### config.mk
export PLATFORM = sky130hd
export DESIGN_NAME = gpio_pwm_port
export DESIGN_NICKNAME = d
export VERILOG_FILES = /design/src/rtl/gpio_pkg.sv /design/src/rtl/gpio_sync.sv /design/src/rtl/gpio_regs.sv /design/src/rtl/gpio_pinmux.sv /design/src/rtl/gpio_pwm_port.sv
export SDC_FILE = /design/constraint.sdc
export NUM_CORES = 1
export LEC_CHECK = 0
export ABC_AREA = 1
export BUFFER_PORTS_ARGS = -buffer_cell sky130_fd_sc_hd__buf_2
export CELL_PAD_IN_SITES_DETAIL_PLACEMENT = 1
export CELL_PAD_IN_SITES_GLOBAL_PLACEMENT = 1
export CORE_MARGIN = 4
export CORE_UTILIZATION = 30
export CTS_CLUSTER_DIAMETER = 200
export DETAILED_ROUTE_END_ITERATION = 10
export PLACE_DENSITY = 0.7
export SYNTH_ARGS = -nofsm -noshare
export SYNTH_HDL_FRONTEND = slang
export SYNTH_SLANG_ARGS = --single-unit
### constraint.sdc
create_clock -name clk -period 1.1 [get_ports clk]
set_input_delay 0.22 -clock clk [delete_from_list [all_inputs] [get_ports clk]]
set_output_delay 0.22 -clock clk [all_outputs]
set_load 0.01 [all_outputs]
### src/rtl/gpio_pkg.sv
package gpio_pkg;

    localparam int PORT_W = 8;
    localparam int PIN_W  = 4;
    localparam int ADDR_W = 8;

    typedef enum logic [1:0] {
        SEL_NONE,
        SEL_DATA,
        SEL_DIR
    } reg_sel_e;

    typedef struct packed {
        logic [PORT_W-1:0] data;
        logic [PORT_W-1:0] dir;
    } port_state_t;

    typedef struct packed {
        logic val;
        logic oe;
    } pad_drive_t;

    // Read view of the data address: output bits show the latch, input
    // bits show the synchronized pad level, and pinless input bits show 0.
    function automatic logic [PORT_W-1:0] data_view(
        input port_state_t      st,
        input logic [PIN_W-1:0] pad_sync
    );
        logic [PORT_W-1:0] v;
        for (int b = 0; b < PORT_W; b++) begin
            if (st.dir[b])
                v[b] = st.data[b];
            else if (b < PIN_W)
                v[b] = pad_sync[b];
            else
                v[b] = 1'b0;
        end
        return v;
    endfunction

endpackage

### src/rtl/gpio_sync.sv
module gpio_sync #(
    parameter int W = 4
) (
    input  logic         clk,
    input  logic [W-1:0] async_in,
    output logic [W-1:0] sync_out
);

    logic [W-1:0] stage1_q;
    logic [W-1:0] stage2_q;

    always_ff @(posedge clk) begin
        stage1_q <= async_in;
        stage2_q <= stage1_q;
    end

    assign sync_out = stage2_q;

endmodule

### src/rtl/gpio_regs.sv
module gpio_regs
    import gpio_pkg::*;
#(
    parameter logic [ADDR_W-1:0] BASE_ADDR = 8'h20
) (
    input  logic              clk,
    input  logic              rst,
    input  logic [ADDR_W-1:0] addr,
    input  logic              wr_en,
    input  logic [PORT_W-1:0] wr_data,
    input  logic [PIN_W-1:0]  pad_sync,
    output port_state_t       st_q,
    output logic [PORT_W-1:0] rd_data
);

    localparam logic [ADDR_W-1:0] DATA_ADDR = BASE_ADDR;
    localparam logic [ADDR_W-1:0] DIR_ADDR  = BASE_ADDR + 1'b1;

    reg_sel_e sel;

    always_comb begin
        if (addr == DATA_ADDR)
            sel = SEL_DATA;
        else if (addr == DIR_ADDR)
            sel = SEL_DIR;
        else
            sel = SEL_NONE;
    end

    always_ff @(posedge clk) begin
        if (rst) begin
            st_q <= '0;
        end else if (wr_en) begin
            if (sel == SEL_DATA)
                st_q.data <= wr_data;
            if (sel == SEL_DIR)
                st_q.dir <= wr_data;
        end
    end

    always_comb begin
        unique case (sel)
            SEL_DATA: rd_data = data_view(st_q, pad_sync);
            SEL_DIR:  rd_data = st_q.dir;
            default:  rd_data = '0;
        endcase
    end

endmodule

### src/rtl/gpio_pinmux.sv
module gpio_pinmux
    import gpio_pkg::*;
(
    input  logic [PIN_W-1:0] dir_lo,
    input  logic [PIN_W-1:0] latch_lo,
    input  logic [PIN_W-1:0] pwm_en,
    input  logic [PIN_W-1:0] pwm_out,
    output logic [PIN_W-1:0] pin_out,
    output logic [PIN_W-1:0] pin_oe
);

    for (genvar p = 0; p < PIN_W; p++) begin : g_pad
        pad_drive_t drv;
        always_comb begin
            if (pwm_en[p]) begin
                drv.val = pwm_out[p];
                drv.oe  = 1'b1;
            end else begin
                drv.val = latch_lo[p];
                drv.oe  = dir_lo[p];
            end
        end
        assign pin_out[p] = drv.val;
        assign pin_oe[p]  = drv.oe;
    end

endmodule

### src/rtl/gpio_pwm_port.sv
module gpio_pwm_port
    import gpio_pkg::*;
#(
    parameter logic [ADDR_W-1:0] BASE_ADDR = 8'h20
) (
    input  logic              clk,
    input  logic              rst,
    input  logic [ADDR_W-1:0] addr,
    input  logic              wr_en,
    input  logic [PORT_W-1:0] wr_data,
    output logic [PORT_W-1:0] rd_data,
    input  logic [PIN_W-1:0]  pin_in,
    input  logic [PIN_W-1:0]  pwm_en,
    input  logic [PIN_W-1:0]  pwm_out,
    output logic [PIN_W-1:0]  pin_out,
    output logic [PIN_W-1:0]  pin_oe
);

    logic [PIN_W-1:0] pad_sync;
    port_state_t      st_q;

    gpio_sync #(.W(PIN_W)) u_sync (
        .clk      (clk),
        .async_in (pin_in),
        .sync_out (pad_sync)
    );

    gpio_regs #(.BASE_ADDR(BASE_ADDR)) u_regs (
        .clk      (clk),
        .rst      (rst),
        .addr     (addr),
        .wr_en    (wr_en),
        .wr_data  (wr_data),
        .pad_sync (pad_sync),
        .st_q     (st_q),
        .rd_data  (rd_data)
    );

    gpio_pinmux u_mux (
        .dir_lo   (st_q.dir[PIN_W-1:0]),
        .latch_lo (st_q.data[PIN_W-1:0]),
        .pwm_en   (pwm_en),
        .pwm_out  (pwm_out),
        .pin_out  (pin_out),
        .pin_oe   (pin_oe)
    );

endmodule

==> flow_metrics.tcl, run 1 <==
set metrics [dict create \
    synth_compound_area_frac 0.104 \
    grt_pass1_vias 1276 \
    hold_end "u_sync.stage1_q[3]$_DFF_P_" \
    ys_seq_area_frac 0.400 \
    max_cap_violations 0 \
    crit_type "in2out" \
    drtPass1Iterations 2 \
    dieArea_um2 5080 \
    path_max_fanout 8 \
    die_w_um 71.3 \
    netlist_area_um2 1200 \
    fp.dieH_um 71.3 \
    finalCriticalPeriod_ps 1300 \
    failed_checks "setup timing" \
    yosys.area_share.adder 0 \
    outcome "finished, violations left" \
    clock_sinks 24 \
    end_kind "primary output" \
    dp_hpwl_mm 2.44 \
    fp-row-count 22 \
    grt_max_degree 19 \
    arrival_ps 1080 \
    hold_viol_final 0 \
    synth.largest_area_cell "dfxtp_1" \
    htree_levels 1 \
    synth_mux_area_frac 0 \
    drive_gt1_frac 0.500 \
    first_iter_violations 51 \
    slew-limit-headroom 0.852 \
    ff2ff_setup_slack_ps 190 \
    path_buf_inv 3 \
    wire_per_inst_um 12.2 \
    finalNonFillerCells 288 \
    synth_cells 178 \
    synth_cell_types 21 \
    synth-simple-area-share 0.350 \
    syn_avg_cell_area_um2 6.75 \
    wl_mm 3.53 \
    timing.hold.ws_ps 51.6 \
    clockBufferDepth 2 \
    crit_required_ps 880 \
    fp.coreArea_um2 3770 \
    gp_congestion 0.699 \
    vias 1311 \
    start_kind "primary input" \
    fin_crit_sh 1.18 \
    slowest_stage "buf_12" \
    ys_ff_latch 24 \
    yosys-top-cells-area "dfxtp_1, nand2_1, inv_1" \
    yosysTopAreaCellShare 0.400 \
    layout.nets 272 \
    cts_tree "yes" \
    multi_input_area_um2 683 \
    peakVddDrop_uv 598 \
    p_leak_nw 0.961 \
    detail-route-antenna-nets 0 \
    antenna_found_initial 0 \
    syn2layout_area_growth_pct 59.5 \
    ios 47 \
    synth_top_family_by_area "simple AND/OR/NAND/NOR gates" \
    fin_ws_ps -200 \
    vias_per_cell 4.55 \
    r2r_cells 6 \
    hp-start "pin_in[3]" \
    cts-root-buf "clkbuf_8" \
    tightest_slew_ps 222 \
    fin_util 0.508 \
    yosys.area_share.xor_xnor 0 \
    fillers 489 \
    cts_buffers 3 \
    hold_class "in2reg" \
    hold_depth 1 \
    slowest_delay_ps 150 \
    finalSetupViolCount 12 \
    seq_area_um2 490 \
    worstReg2RegStart "u_regs.st_q[0]$_SDFFE_PP0P_" \
    final.setup_skew_ps 0.114 \
    syn_nets 209 \
    dp.cells 276 \
    start_util 0.319 \
    grt_pass1_wl_mm 5.35 \
    grt_overflow 0 \
    pre_cts_slack_ps -255 \
    clkTransAtPathRegs_ps 80 \
    insertion_delay_ps 260 \
    drc 0 \
    rsz0062_at_grt "true" \
    grt_usage 0.127 \
    timing.fmax_mhz 769 \
    slew_violations 0 \
    cpLargestDelayFamily "buffers and inverters" \
    r2r_end "u_regs.st_q[0]$_SDFFE_PP0P_" \
    powerDensity_nw_per_um2 999 \
    diodes 0 \
    ys_warn_count 0 \
    port_buffers 46 \
    worstPathCellList "buf_6 > nor2_4 > nand2_2 > nor2_4 > buf_12 > nand2_2 > a21oi_2 > buf_2" \
]
[cell usage after synthesis]
cell type and n:
nor2_4 1, nor2_8 1, or2_2 2, inv_1 33
buf_6 2, a21oi_1 12, nand4_1 8, buf_2 2
a21boi_0 2, dfxtp_1 24, o22ai_1 4, nor2_2 2
nand2_1 46, nor2_1 19, buf_1 2, inv_2 3
nand3_1 8, o21ai_0 2, nand3_4 1, nand2_2 2
o21a_1 2
[routing by layer]
layer	part of all wire	global-route usage	vias to the layer above
met2	0.52	0.234	25
met5	0	0	-
li1	-	-	670
met1	0.43	0.155	612
met3	0.036	0.0168	4
met4	0.0082	0.0313	0
[sequential cells by signal (all words and copies together), names as in the netlist]
name / flops
u_sync.sync_out: 4
u_regs.st_q: 16
u_sync.stage1_q: 4
[report_power, final]
group	internal, mW	leakage (nW)	total (mW)	switching [mW]
Combinational	0.127	0.725	0.256	0.129
Clock	0.486	0.0357	0.768	0.282
Sequential	0.885	0.200	0.890	0.00548
Total	1.50	0.961	1.91	0.416
[cell families after synthesis]
group | Yosys count
AO/OA/AOI/OAI | 22
buffers and inverters | 42
AND/OR/NAND/NOR | 90
flip-flops | 24
[final cells by class]
type,instances,share of cell area
multi-input combinational,112,0.357
sequential,24,0.256
timing repair buffer,64,0.244
inverter,36,0.0745
tap,48,0.0314
clock buffer,3,0.0216
clock inverter,1,0.0157
[stage by stage]
stage	instance area (um2)	TNS (ps)	total power, mW
after floorplan	1250	-85.1	1.01
after global placement	1600	-3410	1.11
after global routing	1920	-3100	1.99
final	1920	-1790	1.91
after CTS	1780	-1900	1.91
after detailed placement	1600	-3800	1.12
[worst max-delay path by stage]
stage,from,to,slack (ps),cells past startpoint
2_1_floorplan,addr[7],rd_data[4],-20,6
3_3_place_gp,addr[7],rd_data[3],-220,8
3_5_place_dp,addr[7],rd_data[4],-260,8
4_1_cts,addr[0],rd_data[4],-220,8
5_1_grt,addr[6],rd_data[4],-290,8
6_report,addr[6],rd_data[5],-200,8
[worst register-to-register path, stage by stage, from the launching register on]
cell and delay, ps:
dfxtp_2 350, inv_2 60, buf_6 120, buf_4 130, nand2_1 50, inv_1 40, nor2_1 90
[repair_timing]
item / in CTS / in global routing
hold endpoints to repair: 0 / 0
pin swaps: 14 / 11
setup endpoints to repair: 15 / 19
gates resized for setup: 31 / 30
buffers inserted: 5 / 5
hold buffers: 0 / 0
[cell usage in the layout (no fill, tap or decap), drive strengths merged]
master  instances
bufinv          1
buf            64
dfxtp          24
clkbuf          3
o21a            2
or2             2
nor2           23
a21boi          2
nand4           8
inv            36
a21oi          12
nand3           9
o21ai           2
o22ai           4
nand2          48
Power figures use the tool's default switching activity.
==> inputs of run 2 (changes only) <==
--- a/config.mk
+++ b/config.mk
@@ -5,7 +5,7 @@
 export SDC_FILE = /design/constraint.sdc
 export NUM_CORES = 1
 export LEC_CHECK = 0
-export ABC_AREA = 1
+export ABC_AREA = 0
 export BUFFER_PORTS_ARGS = -buffer_cell sky130_fd_sc_hd__buf_2
 export CELL_PAD_IN_SITES_DETAIL_PLACEMENT = 1
 export CELL_PAD_IN_SITES_GLOBAL_PLACEMENT = 1
@@ -13,7 +13,7 @@
 export CORE_UTILIZATION = 30
 export CTS_CLUSTER_DIAMETER = 200
 export DETAILED_ROUTE_END_ITERATION = 10
-export PLACE_DENSITY = 0.7
+export PLACE_DENSITY = 0.71
 export SYNTH_ARGS = -nofsm -noshare
 export SYNTH_HDL_FRONTEND = slang
 export SYNTH_SLANG_ARGS = --single-unit
==> run 2 against run 1 <==
  * First-iteration DRC count down 47%
  * Sequential share of layout area up 4.6 points
  * Via count down 29%
  * The run still ends with setup timing left
  * Critical endpoint is now rd_data[3]
  * Die area down 11%
  * Total power down 22%
  * Global-route usage up 1.4 points
  * Worst setup slack worse by 230 ps
  * Synthesized area down 13%
  * Utilization down 2.3 points
  * Non-clock buffer count down 3
  * Clock skew about the same
  * Critical path type is now reg2out
  * Synthesized cell count down 43%
==> flow_metrics.tcl, run 2 <==
set metrics [dict create \
    hold_class "in2reg" \
    final_cell_mix "buf_2, nand2b_1, buf_6" \
    vias_per_cell 4.49 \
    drtPass1Iterations 4 \
    ys.flop_type "dfxtp_1" \
    syn_avg_cell_area_um2 10.3 \
    netlist_area_um2 1050 \
    synth.largest_area_cell "dfxtp_1" \
    vias 930 \
    fp.coreArea_um2 3360 \
    drive_gt1_frac 0.571 \
    layout_commonest_cell "buf_2" \
    syn2layout_area_growth_pct 55.1 \
    worstReg2RegStart "u_regs.st_q[1]$_SDFFE_PP0P_" \
    gp_congestion 0.683 \
    insertion_delay_ps 300 \
    largest_reg_flops 16 \
    diodes 0 \
    hold_viol_final 0 \
    layout.nets 194 \
    drc 0 \
    fp-row-count 21 \
    slew-limit-headroom 0.761 \
    timing.hold.ws_ps 176 \
    startpoint "u_regs.st_q[3]$_SDFFE_PP0P_" \
    fillers 412 \
    yosysTopAreaCellShare 0.457 \
    htree_levels 1 \
    crit_required_ps 880 \
    dp_hpwl_mm 2.21 \
    detail-route-antenna-nets 0 \
    synth_cells 102 \
    crit_type "reg2out" \
    cts-root-buf "clkbuf_4" \
    fin_area_um2 1630 \
    peakVddDrop_uv 409 \
    p_leak_nw 0.737 \
    ff2ff_setup_slack_ps 320 \
    fin_crit_sh 1.39 \
    synth_enable_flop_cells 0 \
    yosys-top-cells-area "dfxtp_1, mux2i_1, nand2b_1" \
    synthTopCellsByCount "dfxtp_1, nand2b_1, mux2i_1, o21ai_0" \
    max_cap_violations 0 \
    first_iter_violations 27 \
    grt_max_degree 25 \
    total_power_mw 1.49 \
    port_buffers 46 \
    path_max_fanout 2 \
    start_util 0.312 \
    clkTransAtPathRegs_ps 120 \
    cts_buffers 3 \
    ios 47 \
    rsz0062_at_grt "true" \
    wl_mm 2.96 \
    slew_violations 0 \
    grt_pass1_wl_mm 4.72 \
    timing.fmax_mhz 654 \
    outcome "finished, violations left" \
    grt_usage 0.141 \
    post_dp_cell_area_um2 1420 \
    clock_sinks 24 \
    grt_pass1_vias 1023 \
    powerDensity_nw_per_um2 911 \
    antenna_found_initial 0 \
    die_w_um 67.2 \
    start_kind "flop" \
    ys_seq_area_frac 0.457 \
    clockBufferDepth 2 \
    ys_ff_latch 24 \
    fp.dieH_um 67.2 \
    pre_cts_slack_ps -328 \
    syn_nets 133 \
    r2r_end "u_regs.st_q[1]$_SDFFE_PP0P_" \
    wire_per_inst_um 14.3 \
    ys_warn_count 0 \
    synth_cell_types 17 \
    tightest_slew_ps 355 \
    r2r_cells 4 \
    crit_end "rd_data[3]" \
    cts_tree "yes" \
    fin_ws_ps -429 \
    arrival_ps 1310 \
    dieArea_um2 4510 \
    end_kind "primary output" \
    synthArstFlopShare 0 \
    largest-register "u_regs.st_q" \
    failed_checks "setup timing" \
    finalSetupViolCount 19 \
    final.setup_skew_ps 0.273 \
    finalCriticalPeriod_ps 1530 \
    grt_overflow 0 \
]
==> run 2: changes by cell type after synthesis, moves of 6 or more <==
cell      before  now
a21oi_1       12    4
inv_1         33    0
mux2i_1        0   16
nand2_1       46    1
nand2b_1       0   24
nand3_1        8    0
nand4_1        8    0
nor2_1        19    4
o21ai_0        2    8
==> run 2: kinds of logic after synthesis <==
kind of cell	Yosys count	share of synthesized area
muxes	20	0.195
buffers and inverters	5	0.0286
and+or+nand+nor	41	0.262
AOI/OAI and AO/OA	12	0.0571
DFF	24	0.457
==> run 2: worst min path at each step <==
stage	depth (start not counted)	startpoint	slack (ps)	to
5_1_grt	3	wr_data[1]	180	u_regs.st_q[1]$_SDFFE_PP0P_
2_1_floorplan	0	pin_in[0]	250	u_sync.stage1_q[0]$_DFF_P_
6_report	3	wr_data[1]	180	u_regs.st_q[1]$_SDFFE_PP0P_
4_1_cts	3	wr_data[1]	170	u_regs.st_q[1]$_SDFFE_PP0P_
3_3_place_gp	0	u_sync.stage1_q[2]$_DFF_P_	310	u_sync.sync_out[2]$_DFF_P_
3_5_place_dp	0	u_sync.stage1_q[0]$_DFF_P_	310	u_sync.sync_out[0]$_DFF_P_
==> run 2: cell type report <==
| type | instances | area, um2 | share of cell area |
|---|---|---|---|
| sequential | 24 | 492 | 0.302 |
| timing repair buffer | 61 | 438 | 0.269 |
| clock buffer | 3 | 22.5 | 0.0138 |
| tap | 46 | 57.6 | 0.0353 |
| multi-input combinational | 73 | 621 | 0.381 |
==> run 2: worst max-delay path, cell delays in order (launching register included) <==
cell	delay [ps]
dfxtp_2	350
or3b_4	380
a21oi_4	140
buf_6	120
==> run 2: what timing repair did <==
item / CTS / global route
resized for setup: 28 / 9
cloned: 0 / 0
setup buffers: 1 / 1
hold buffers: 4 / 0
endpoints found under the hold margin: 4 / 0
endpoints found under the setup margin: 16 / 24
pin swaps: 9 / 4
==> run 2: metal layers <==
metal | track usage | up-vias | wire [um]
li1 | - | 469 | -
met4 | 0.0456 | 0 | 40
met2 | 0.267 | 16 | 1660
met5 | 0 | - | 0
met3 | 0.0283 | 5 | 104
met1 | 0.156 | 440 | 1150
==> run 2: report_power, final <==
group | leakage [nW] | total (mW) | internal (mW) | switching, mW
Sequential | 0.200 | 0.889 | 0.885 | 0.00350
Clock | 0.0138 | 0.378 | 0.128 | 0.251
Combinational | 0.523 | 0.219 | 0.137 | 0.0819
Total | 0.737 | 1.49 | 1.15 | 0.336
==> run 2: through the flow <==
| step | setup TNS (ps) | util | instances |
|---|---|---|---|
| 3_3_place_gp | -6100 | 0.421 | 198 |
| 5_1_grt | -5260 | 0.485 | 207 |
| 4_1_cts | -4540 | 0.472 | 206 |
| 6_report | -4220 | 0.485 | 207 |
| 3_5_place_dp | -6750 | 0.421 | 198 |
| 2_1_floorplan | -304 | - | 102 |
==> inputs of run 3 (changes only) <==
--- a/config.mk
+++ b/config.mk
@@ -5,7 +5,7 @@
 export SDC_FILE = /design/constraint.sdc
 export NUM_CORES = 1
 export LEC_CHECK = 0
-export ABC_AREA = 0
+export ABC_AREA = 1
 export BUFFER_PORTS_ARGS = -buffer_cell sky130_fd_sc_hd__buf_2
 export CELL_PAD_IN_SITES_DETAIL_PLACEMENT = 1
 export CELL_PAD_IN_SITES_GLOBAL_PLACEMENT = 1
@@ -13,7 +13,7 @@
 export CORE_UTILIZATION = 30
 export CTS_CLUSTER_DIAMETER = 200
 export DETAILED_ROUTE_END_ITERATION = 10
-export PLACE_DENSITY = 0.71
+export PLACE_DENSITY = 0.73
 export SYNTH_ARGS = -nofsm -noshare
 export SYNTH_HDL_FRONTEND = slang
 export SYNTH_SLANG_ARGS = --single-unit
==> run 3 against run 2 <==
  * The flow still finishes with violations (setup timing)
  * Clock power increased by 110%
  * Worst setup slack better by 210 ps
  * Via count up 39%
  * Cell count is 40% higher
  * Sequential power hardly changed
  * Sequential cell count did not move
  * Cell area increased by 19%
  * Total power is 30% higher
  * Fmax increased by 16%
  * Count of clock-buffer cells in the layout stayed put
  * Worst hold slack worse by 140 ps
==> flow_metrics.tcl, run 3 (synthesized netlist as in run 1, its figures left out) <==
set metrics [dict create \
    fin_crit_sh 1.20 \
    layout.nets 273 \
    finalNonFillerCells 289 \
    fp.coreArea_um2 3770 \
    path_buf_inv 2 \
    tightest_slew_ps 198 \
    largest_reg_flops 16 \
    grt_max_degree 19 \
    wl_mm 3.41 \
    outcome "finished, violations left" \
    timing.fmax_mhz 756 \
    pre_cts_slack_ps -244 \
    p_leak_nw 0.981 \
    first_iter_violations 19 \
    detail-route-antenna-nets 0 \
    fp-row-count 22 \
    fp.dieH_um 71.3 \
    total_power_mw 1.93 \
    diodes 0 \
    fin_ws_ps -224 \
    slew-limit-headroom 0.868 \
    grt_overflow 0 \
    clock_sinks 24 \
    insertion_delay_ps 270 \
    max_cap_violations 0 \
    worstPathCellList "inv_2 > o21a_1 > o22ai_2 > buf_2" \
    htree_levels 1 \
    r2r_cells 5 \
    dp.cells 277 \
    path_max_fanout 2 \
    peakVddDrop_uv 427 \
    fin_util 0.514 \
    drtPass1Iterations 4 \
    finalSetupViolCount 16 \
    clkTransAtPathRegs_ps 90 \
    cts_buffers 3 \
    arrival_ps 1100 \
    gp_congestion 0.660 \
    port_buffers 46 \
    syn2layout_area_growth_pct 61.5 \
    start_util 0.319 \
    drive_gt1_frac 0.498 \
    finalCriticalPeriod_ps 1320 \
    crit_required_ps 880 \
    hold_depth 1 \
    vias_per_cell 4.49 \
    cp.depth 4 \
    dieArea_um2 5080 \
    cts-root-buf "clkbuf_8" \
    end_kind "primary output" \
    drc 0 \
    setup_tns_ps -1990 \
    antenna_found_initial 0 \
    final.setup_skew_ps 7.81 \
    vias 1297 \
    die_w_um 71.3 \
    cts_tree "yes" \
    slowest_delay_ps 340 \
    wire_per_inst_um 11.8 \
    grt_pass1_vias 1280 \
    rsz0062_at_grt "true" \
    dp_hpwl_mm 2.42 \
    hold_class "in2reg" \
    ios 47 \
    layout_commonest_cell "nand2_1" \
    largest-register "u_regs.st_q" \
    slew_violations 0 \
    grt_pass1_wl_mm 5.61 \
    failed_checks "setup timing" \
    final_cell_mix "nand2_1, buf_2, inv_1" \
    slowest_stage "dfxtp_2" \
    crit_type "reg2out" \
    hold_viol_final 0 \
    grt_usage 0.134 \
    cpLargestDelayFamily "flip-flops" \
    start_kind "flop" \
    fillers 469 \
    powerDensity_nw_per_um2 995 \
    clockBufferDepth 2 \
]
[run 3: changes by cell type in the layout (fill, tap and decap cells not counted), sizes merged, moves of 6 or more]
cell,change
nand2,+47
buf,+8
inv,+36
nand4,+8
nor2,+19
mux2i,-16
nand2b,-24
a21oi,+8
nand3,+9
o21ai,-6
[run 3: area by class of cell]
| cell class | count | area (um2) | area share |
|---|---|---|---|
| clock inverters | 1 | 30.0 | 0.0155 |
| clock buffers | 3 | 41.3 | 0.0213 |
| repair buffers | 65 | 483 | 0.249 |
| inverters | 36 | 143 | 0.0735 |
| well taps | 48 | 60.1 | 0.0310 |
| flip-flops and latches | 24 | 490 | 0.253 |
| multi-input cells | 112 | 692 | 0.357 |
[run 3: power by group]
part           switching, mW  internal, mW
registers            0.00660         0.885
logic                  0.124         0.130
clock network          0.297         0.487
total                  0.428          1.50
[run 3: worst reg2reg max path, cell delays in order (launching register included)]
cell and delay [ps]:
dfxtp_2 330, buf_6 110, buf_4 120, buf_4 120, a21oi_1 110, nor2_1 60
[run 3: routing by layer]
metal	vias to the layer above	track usage	part of all wire
li1	673	-	-
met1	591	0.164	0.39
met2	26	0.243	0.54
met5	-	0	0
met4	0	0.0376	0.019
met3	7	0.0210	0.048
[run 3: final timing paths]
| path | from | endpoint | slack, ps |
|---|---|---|---|
| max | u_regs.st_q[10]$_SDFFE_PP0P_ | rd_data[2] | -220 |
| min | pin_in[2] | u_sync.stage1_q[2]$_DFF_P_ | 40 |
| max reg2reg | u_regs.st_q[9]$_SDFFE_PP0P_ | u_regs.st_q[9]$_SDFFE_PP0P_ | 160 |
| min reg2reg | u_sync.stage1_q[0]$_DFF_P_ | u_sync.sync_out[0]$_DFF_P_ | 340 |
[run 3: repair_timing]
item,in CTS,in global routing
endpoints found under the hold margin,0,0
hold buffers,0,0
cloned,0,0
setup buffers,6,4
pin swaps,19,9
resized for setup,45,21
setup endpoints to repair,16,17
[run 3: stage by stage]
| stage | hold WS (ps) | instance area, um2 |
|---|---|---|
| final | 39.9 | 1940 |
| after global routing | 29.8 | 1940 |
| after CTS | 38.8 | 1840 |
| after detailed placement | 315 | 1600 |
| after global placement | 310 | 1600 |
| after floorplan | 248 | 1250 |
